$ cat src/rtl/srq_pkg.sv
package srq_pkg;

    // Stall detector: watching, requesting a new word, waiting for ack release
    typedef enum logic [1:0] {
        DET_WATCH = 2'd0,
        DET_REQ   = 2'd1,
        DET_DONE  = 2'd2
    } det_state_e;

    // Sequencer: idle, advance word, settle, acknowledge
    typedef enum logic [1:0] {
        SEQ_IDLE   = 2'd0,
        SEQ_STEP   = 2'd1,
        SEQ_SETTLE = 2'd2,
        SEQ_ACK    = 2'd3
    } seq_state_e;

    function automatic int unsigned cnt_width(input int unsigned limit);
        return (limit > 2) ? $clog2(limit) : 1;
    endfunction

endpackage

$ cat src/rtl/srq_activity_watch.sv
module srq_activity_watch #(
    parameter int NUM_DET     = 8,
    parameter int TIMEOUT_CYC = 1024
) (
    input  logic                 clk,
    input  logic                 rst_n,
    input  logic [NUM_DET-1:0]   phase_i,
    input  logic                 arm_i,
    output logic                 expire_o,
    output logic [srq_pkg::cnt_width(TIMEOUT_CYC)-1:0] count_o
);
    localparam int CW = srq_pkg::cnt_width(TIMEOUT_CYC);
    localparam logic [CW-1:0] LAST = CW'(TIMEOUT_CYC - 1);

    logic [NUM_DET-1:0] phase_q;
    logic [CW-1:0]      cnt_q;
    logic               activity;
    logic               at_last;

    // One change detector per monitored phase bit
    logic [NUM_DET-1:0] bit_moved;
    for (genvar g = 0; g < NUM_DET; g++) begin : g_edge
        assign bit_moved[g] = phase_i[g] ^ phase_q[g];
    end

    assign activity = |bit_moved;
    assign at_last  = (cnt_q == LAST);

    always_ff @(posedge clk) begin
        if (!rst_n) begin
            phase_q <= '0;
        end else begin
            phase_q <= phase_i;
        end
    end

    // Counter is held at zero while the detector is busy with a handshake
    always_ff @(posedge clk) begin
        if (!rst_n) begin
            cnt_q <= '0;
        end else if (!arm_i || activity || at_last) begin
            cnt_q <= '0;
        end else begin
            cnt_q <= cnt_q + CW'(1);
        end
    end

    assign expire_o = arm_i && at_last && !activity;
    assign count_o  = cnt_q;

endmodule

$ cat src/rtl/srq_stall_detector.sv
module srq_stall_detector (
    input  logic clk,
    input  logic rst_n,
    input  logic expire_i,
    input  logic ack_i,
    output logic req_o,
    output logic stalled_o,
    output logic arm_o
);
    import srq_pkg::*;

    det_state_e state_q, state_d;

    always_comb begin
        state_d = state_q;
        unique case (state_q)
            DET_WATCH: if (expire_i) state_d = DET_REQ;
            DET_REQ:   if (ack_i)    state_d = DET_DONE;
            DET_DONE:  if (!ack_i)   state_d = DET_WATCH;
            default:                 state_d = DET_WATCH;
        endcase
    end

    always_ff @(posedge clk) begin
        if (!rst_n) begin
            state_q <= DET_WATCH;
        end else begin
            state_q <= state_d;
        end
    end

    always_comb begin
        req_o     = 1'b0;
        stalled_o = 1'b1;
        arm_o     = 1'b0;
        unique case (state_q)
            DET_WATCH: begin
                stalled_o = 1'b0;
                arm_o     = 1'b1;
            end
            DET_REQ:   req_o = 1'b1;
            DET_DONE:  req_o = 1'b0;
            default: begin
                stalled_o = 1'b0;
                arm_o     = 1'b1;
            end
        endcase
    end

endmodule

$ cat src/rtl/srq_cfg_sequencer.sv
module srq_cfg_sequencer #(
    parameter int CFG_W     = 34,
    parameter int APPLY_LAT = 2
) (
    input  logic             clk,
    input  logic             rst_n,
    input  logic             req_i,
    output logic             ack_o,
    output logic [CFG_W-1:0] cfg_o,
    output logic             unrec_o
);
    import srq_pkg::*;

    localparam int SW = cnt_width(APPLY_LAT);
    localparam logic [SW-1:0] SETTLE_LAST = SW'(APPLY_LAT - 1);

    seq_state_e       state_q, state_d;
    logic [CFG_W-1:0] cfg_q;
    logic             unrec_q;
    logic [SW-1:0]    settle_q;

    always_comb begin
        state_d = state_q;
        unique case (state_q)
            SEQ_IDLE:   if (req_i) state_d = SEQ_STEP;
            SEQ_STEP:   state_d = SEQ_SETTLE;
            SEQ_SETTLE: if (settle_q == SETTLE_LAST) state_d = SEQ_ACK;
            SEQ_ACK:    if (!req_i) state_d = SEQ_IDLE;
            default:    state_d = SEQ_IDLE;
        endcase
    end

    always_ff @(posedge clk) begin
        if (!rst_n) begin
            state_q <= SEQ_IDLE;
        end else begin
            state_q <= state_d;
        end
    end

    // Word counter, wrap flag and settle timer
    always_ff @(posedge clk) begin
        if (!rst_n) begin
            cfg_q    <= '0;
            unrec_q  <= 1'b0;
            settle_q <= '0;
        end else begin
            if (state_q == SEQ_STEP) begin
                cfg_q    <= cfg_q + CFG_W'(1);
                settle_q <= '0;
                if (&cfg_q) unrec_q <= 1'b1;
            end else if (state_q == SEQ_SETTLE) begin
                settle_q <= settle_q + SW'(1);
            end
        end
    end

    always_comb begin
        ack_o = 1'b0;
        unique case (state_q)
            SEQ_IDLE, SEQ_STEP, SEQ_SETTLE: ack_o = 1'b0;
            SEQ_ACK:  ack_o = 1'b1;
            default:  ack_o = 1'b0;
        endcase
    end

    assign cfg_o   = cfg_q;
    assign unrec_o = unrec_q;

endmodule

$ cat src/rtl/stall_repair_ctrl.sv
module stall_repair_ctrl #(
    parameter int NUM_DET     = 8,
    parameter int CFG_W       = 34,
    parameter int TIMEOUT_CYC = 1024,
    parameter int APPLY_LAT   = 2
) (
    input  logic               clk,
    input  logic               rst_n,
    input  logic [NUM_DET-1:0] phase_i,
    output logic [CFG_W-1:0]   cfg_word_o,
    output logic               repair_req_o,
    output logic               repair_ack_o,
    output logic               stalled_o,
    output logic               unrecoverable_o
);
    localparam int CW = srq_pkg::cnt_width(TIMEOUT_CYC);

    logic          expire;
    logic          arm;
    logic          req;
    logic          ack;
    logic [CW-1:0] wd_count;

    srq_activity_watch #(
        .NUM_DET     (NUM_DET),
        .TIMEOUT_CYC (TIMEOUT_CYC)
    ) u_watch (
        .clk      (clk),
        .rst_n    (rst_n),
        .phase_i  (phase_i),
        .arm_i    (arm),
        .expire_o (expire),
        .count_o  (wd_count)
    );

    srq_stall_detector u_detect (
        .clk       (clk),
        .rst_n     (rst_n),
        .expire_i  (expire),
        .ack_i     (ack),
        .req_o     (req),
        .stalled_o (stalled_o),
        .arm_o     (arm)
    );

    srq_cfg_sequencer #(
        .CFG_W     (CFG_W),
        .APPLY_LAT (APPLY_LAT)
    ) u_seq (
        .clk     (clk),
        .rst_n   (rst_n),
        .req_i   (req),
        .ack_o   (ack),
        .cfg_o   (cfg_word_o),
        .unrec_o (unrecoverable_o)
    );

    assign repair_req_o = req;
    assign repair_ack_o = ack;

endmodule

$ cat config.mk
export PLATFORM = sky130hd
export DESIGN_NAME = stall_repair_ctrl
export DESIGN_NICKNAME = d
export VERILOG_FILES = /design/src/rtl/srq_pkg.sv /design/src/rtl/srq_activity_watch.sv /design/src/rtl/srq_stall_detector.sv /design/src/rtl/srq_cfg_sequencer.sv /design/src/rtl/stall_repair_ctrl.sv
export SDC_FILE = /design/constraint.sdc
export NUM_CORES = 1
export LEC_CHECK = 0
export BUFFER_PORTS_ARGS = -buffer_cell sky130_fd_sc_hd__buf_2
export CORE_UTILIZATION = 50
export CTS_BUF_LIST = sky130_fd_sc_hd__clkbuf_4 sky130_fd_sc_hd__clkbuf_8 sky130_fd_sc_hd__clkbuf_16
export DETAILED_ROUTE_END_ITERATION = 16
export PLACE_DENSITY = 0.72
export SLEW_MARGIN = 15
export SYNTH_ARGS = -nofsm -noshare
export SYNTH_HDL_FRONTEND = slang
export SYNTH_HIERARCHICAL = 1
export SYNTH_SLANG_ARGS = --single-unit
$ cat constraint.sdc
create_clock -name clk -period 2.65 [get_ports clk]
set_clock_uncertainty 0.05 [all_clocks]
set_input_delay 0.1325 -clock clk [delete_from_list [all_inputs] [get_ports clk]]
set_output_delay 0.1325 -clock clk [all_outputs]
set_load 0.02 [all_outputs]
* Word level (Yosys, flattened, before mapping)
Index checks and enable logic that the tools add are counted.
** Word-level totals
- Register bits after elaboration :: 58
- Logic and storage cells :: 58
- Input port bits :: 10
- Output and inout bits :: 38
** Cells by class
- Mux-type cells :: 12
- $add $sub $neg :: 3
- Bitwise operators :: 9
- Reductions and logical operators :: 15
- Eq/ne operators :: 12
** Operators by type and width (count)
- $reduce_and 35->1 :: 1
- $add 34x1->34 const B :: 1
- $mux 2 :: 6
- $add 10x1->10 const B :: 1
- $eq 10x10->1 const B :: 1
- $pmux 2 s4 :: 1
- $reduce_or 8->1 :: 1
- $xor 1x1->1 :: 8
- $eq 2x2->1 const B :: 3
- $ne 2x1->1 const B :: 3
- $ne 2x2->1 const B :: 3
- $pmux 2 s3 :: 1
- $reduce_and 3->1 :: 2
- $reduce_or 2->1 :: 3
- $eq 2x1->1 const B :: 2
- $logic_not 2->1 :: 2
- $mux 1 :: 3
- $reduce_or 3->1 :: 1
- $logic_and 1x1->1 :: 2
- $logic_or 1x1->1 :: 2
- $pmux 1 s2 :: 1
- $add 1x1->1 const B :: 1
- $logic_not 1->1 :: 1
- $not 1->1 :: 1

* Depth between registers and ports, before layout
- Depth after elaboration :: 7
- Depth in mapped cells :: 9
- Gate-level depth less buffers :: 7

* Cells and area by module
Netlist, hierarchy kept.
** By module, submodules not included
- srq_cfg_sequencer :: cells an instance 214, times used 1, seq. area each 760.7 um^2, area an instance 1874.3 um^2
- srq_activity_watch :: cells an instance 74, times used 1, seq. area each 360.3 um^2, area an instance 783.3 um^2
- srq_stall_detector :: cells an instance 18, times used 1, seq. area each 40.0 um^2, area an instance 161.4 um^2

* Least setup slack after synthesis
OpenSTA, ideal clock, no wires.
- Path kind :: reg-to-reg
- From :: reg u_seq.cfg_q[0], in the netlist u_seq/cfg_o[0]
- To :: reg u_seq.cfg_q[30], in the netlist u_seq/cfg_o[30]
- Clock period less this slack :: 2.118 ns
- Path slack :: 0.532 ns
- Arrival time :: 1.998 ns
- Path buffers :: 0
- Setup time :: 0.071 ns
- Stages on the path, launching flop included :: 6
- Cell sequence :: dfxtp_1 -> ha_1 -> nand4_2 -> or4_4 -> or4_1 -> a21oi_1
** On the way
- Word-level cells in the longest chain between the ends :: 1
** Ends and longest elaborated chain
- from (decl) :: RTL line srq_cfg_sequencer.sv:18 : logic [CFG_W-1:0] cfg_q;
- from (signal assigned) :: RTL line srq_cfg_sequencer.sv:49 : cfg_q <= cfg_q + CFG_W'(1);
- $add 34x1->34 :: RTL line srq_cfg_sequencer.sv:49
Every way passes these cells.
A chain may end at the register's enable or synchronous reset.

* Final worst setup path
- From :: reg u_seq.state_q[1]
- To :: reg u_seq.cfg_q[29], in the netlist u_seq/cfg_o[29]
** On the way
- Word-level cells in the longest chain between the ends :: 1
** Ends and longest elaborated chain
- from (decl) :: RTL line srq_cfg_sequencer.sv:17 : seq_state_e state_q, state_d;
- from (signal assigned) :: RTL line srq_cfg_sequencer.sv:37 : state_q <= state_d;
- $eq 2x1->1 :: RTL line srq_cfg_sequencer.sv:48 : if (state_q == SEQ_STEP) begin
Every way passes these cells.

==> metrics.csv <==
metric;value;unit
Final nets;387;
mapped cell area;2820;um2
Worst-path clk slew;0.07;ns
worst path buffer plus inverter count;2;
Avg Cell Area, Syn;9.21;um2
LEAKAGE;1.31;nW
share of cells above drive strength 1;22.1;%
Post-CTS Setup Bufs;0;
Post-synth EDFFs;0;
Post-Syn Nets;327;
# rows;26;
ys flop type;dfxtp_1;
Final Hold Viols;0;
Vias/cell;5.53;
HP Start;rst_n;
Ys Warns;6;
clk_lat worst skew;0.33;ns
mux contribution to synthesized area;2.84;%
most frequent cell after synthesis;dfxtp_1;
Startpoint Class;flop;
ant diodes;0;
Seq cells post-synth;58;
dpl hpwl;4060;um
Slew Viols, Final;0;
DR WL/cell;13.4;um
adder-cell area share of the yosys netlist;4.88;%
Hold Crit Endpoint;u_detect/state_q[1];
Synth top area share;41.2;%
Detailed Route Iter0 Violations;109;
Fill cells;478;
Gate Count Post-Synth;306;
outcome;finished, final reports clean;
Internal;1.41;mW
I/O pin total;48;
setup total negative slack;0;ns
largest net degree at the start of global routing;30;
count of cell types in the netlist;39;
Die H;77.1;um
IO Port Bufs;47;
Worst VDD drop;0.389;mV
Min-Delay Path Depth;4;
overall power;1.86;mW
RSZ-0062 raised after global routing;no;
largest family of logic cells by synthesized area;simple AND/OR/NAND/NOR gates;
Seq pwr share;49.3;%
Reg-to-Reg Start;u_seq/state_q[1];
residual overflow from global routing;0;
maximum fanout along the worst path;9;
H-tree depth;3;
drt total wl;5920;um
synth-to-layout area growth;20.3;%
TritonCTS Buffers;9;
Critical Path End Type;flop;
Switching Power;0.449;mW
Post-DRT Antenna Nets;0;
die width;77.1;um
final setup fails;0;
worst r2r path cells;7;
clk buf depth;2;
critical path required time;2.80;ns
crit-path cells;inv_1 > ha_1 > and4_1 > nand4_1 > buf_4 > o311ai_0 > o41ai_1;
XOR/XNOR Fraction of Synth Area;9.01;%
Top Family by Delay on Critical Path;simple AND/OR/NAND/NOR gates;
first-pass GRT wire length;10300;um
switching share of power;24.2;%
RD Place Congestion;0.767;
worst slew pin tran;0.492;ns
final worst path period share;91.3;%
core area;5270;um2
MaxCap Viol Count;0;
Vias;2440;
DRC viols;0;
CP arrival;2.57;ns
CP max stage delay;0.40;ns
clock share of power;41.8;%
fmax;0.413;GHz
Starting Density;53.5;%
worst hold path type;input port to flop;
Worst slew margin;67.2;%
Synth Area in Simple Gates;29.0;%
Yosys top cell by area;dfxtp_1;
fraction of the mapped netlist area in compound gates;9.54;%
combinational share of power;8.8;%
sequential share of the synthesized area;41.2;%
Clock Sinks;58;
top post-synthesis cells by area;dfxtp_1, xor2_1, ha_1;
Power Density;548;nW/um2
Die Area;5940;um2
Final min period;2.42;ns
Root Driver;clkbuf_8;
CP max stage cell;o311ai_0;
r2r setup slk;0.23;ns
CTS tree;yes;
initial antenna violation count;0;
top cells by instance count after synthesis;dfxtp_1, nand2_1, nor2_1;
worst reg2reg endpoint;u_seq/cfg_o[29];
Crit Path Class;flop to flop;
gr usage total;21.7;%
Async SR Flop Fraction;0;%
drt pass-1 iters;4;
vias in the first global route;2240;
==> tightest hold or removal path, stage by stage <==
cell and delay (ns):
buf_2 0.11, buf_4 0.21, nand2_1 0.09, mux2i_1 0.05
==> state kept, by name, indices dropped and copies added, names as in the netlist <==
signal and count:
u_detect/state_q 2, u_seq/cfg_o 34, u_seq/settle_q 1, u_seq/state_q 2, u_seq/unrec_o 1, u_watch/count_o 10
u_watch/phase_q 8
==> layout make-up <==
class	count	area, um2	share of cell area, %
clock buffers	10	131	3.87
flip-flops and latches	58	1160	34.2
inverters	13	48.8	1.44
multi-input cells	225	1560	46.0
repair buffers	59	345	10.2
clock inverters	6	57.6	1.70
well taps	70	87.6	2.58
==> per-stage QoR <==
step	hold WS (ns)	area, um2	std cells	setup slack [ns]	utilization, %
finish	0.270	3390	441	0.231	64.3
global route	0.288	3390	441	0.0841	64.3
CTS	0.256	3390	441	0.256	64.3
detailed placement	0.315	3120	417	0.353	59.2
global placement	0.310	3120	417	0.437	59.2
floorplan	0.204	2820	306	0.532	-
==> logic make-up after synthesis <==
logic type                 Yosys count
and+or+nand+nor                    136
xor gates and xnor gates            29
DFF                                 58
muxes                                8
AOI/OAI and AO/OA                   41
buffers and inverters               23
adders and majority gates           11
==> layout by cell type (no fill, tap or decap), types with 8 or more instances in the layout <==
cell type and count:
dfxtp_1 58, buf_2 47, nand2_1 23, nor2_1 19, nand3_1 17, xor2_1 16, a21oi_1 15, inv_1 13
xnor2_1 13, ha_1 11, nand4_1 10, clkbuf_8 9, and2_1 9, dlygate4sd3_1 8, mux2i_1 8, o21ai_0 8
or3_1 8
==> how the worst max path moves through the flow <==
stage | start | endpoint | slack (ns) | depth (start not counted)
final | u_seq/state_q[1] | u_seq/cfg_o[29] | 0.23 | 7
after detailed placement | u_seq/state_q[1] | u_seq/cfg_o[30] | 0.35 | 6
after global placement | u_seq/state_q[1] | u_seq/cfg_o[30] | 0.44 | 6
after floorplan | u_seq/cfg_o[0] | u_seq/cfg_o[30] | 0.53 | 5
after CTS | u_seq/state_q[1] | u_seq/cfg_o[29] | 0.26 | 7
after global routing | u_seq/state_q[1] | u_seq/cfg_o[29] | 0.08 | 7
==> power groups by stage <==
stage	registers [mW]	clock network [mW]	logic [mW]
5_1_grt	0.919	0.841	0.185
3_3_place_gp	0.934	0	0.154
2_1_floorplan	0.940	0	0.112
3_5_place_dp	0.934	0	0.155
4_1_cts	0.915	0.800	0.166
6_report	0.916	0.777	0.164
==> routing by layer <==
layer	wire (um)	GRT usage (%)	share of wire [%]	vias up
met4	89	9.06	1.5	0
met3	235	5.48	4.0	12
li1	-	-	-	1230
met1	2780	27.3	47	1146
met5	0	0	0	-
met2	2820	35.0	48	52
==> repair_timing <==
item	4_1_cts	5_1_grt
endpoints found under the hold margin	8	0
resized for setup	0	0
endpoints found under the setup margin	0	0
hold buffers	8	0
No activity file was read; power rests on OpenSTA's default activity.
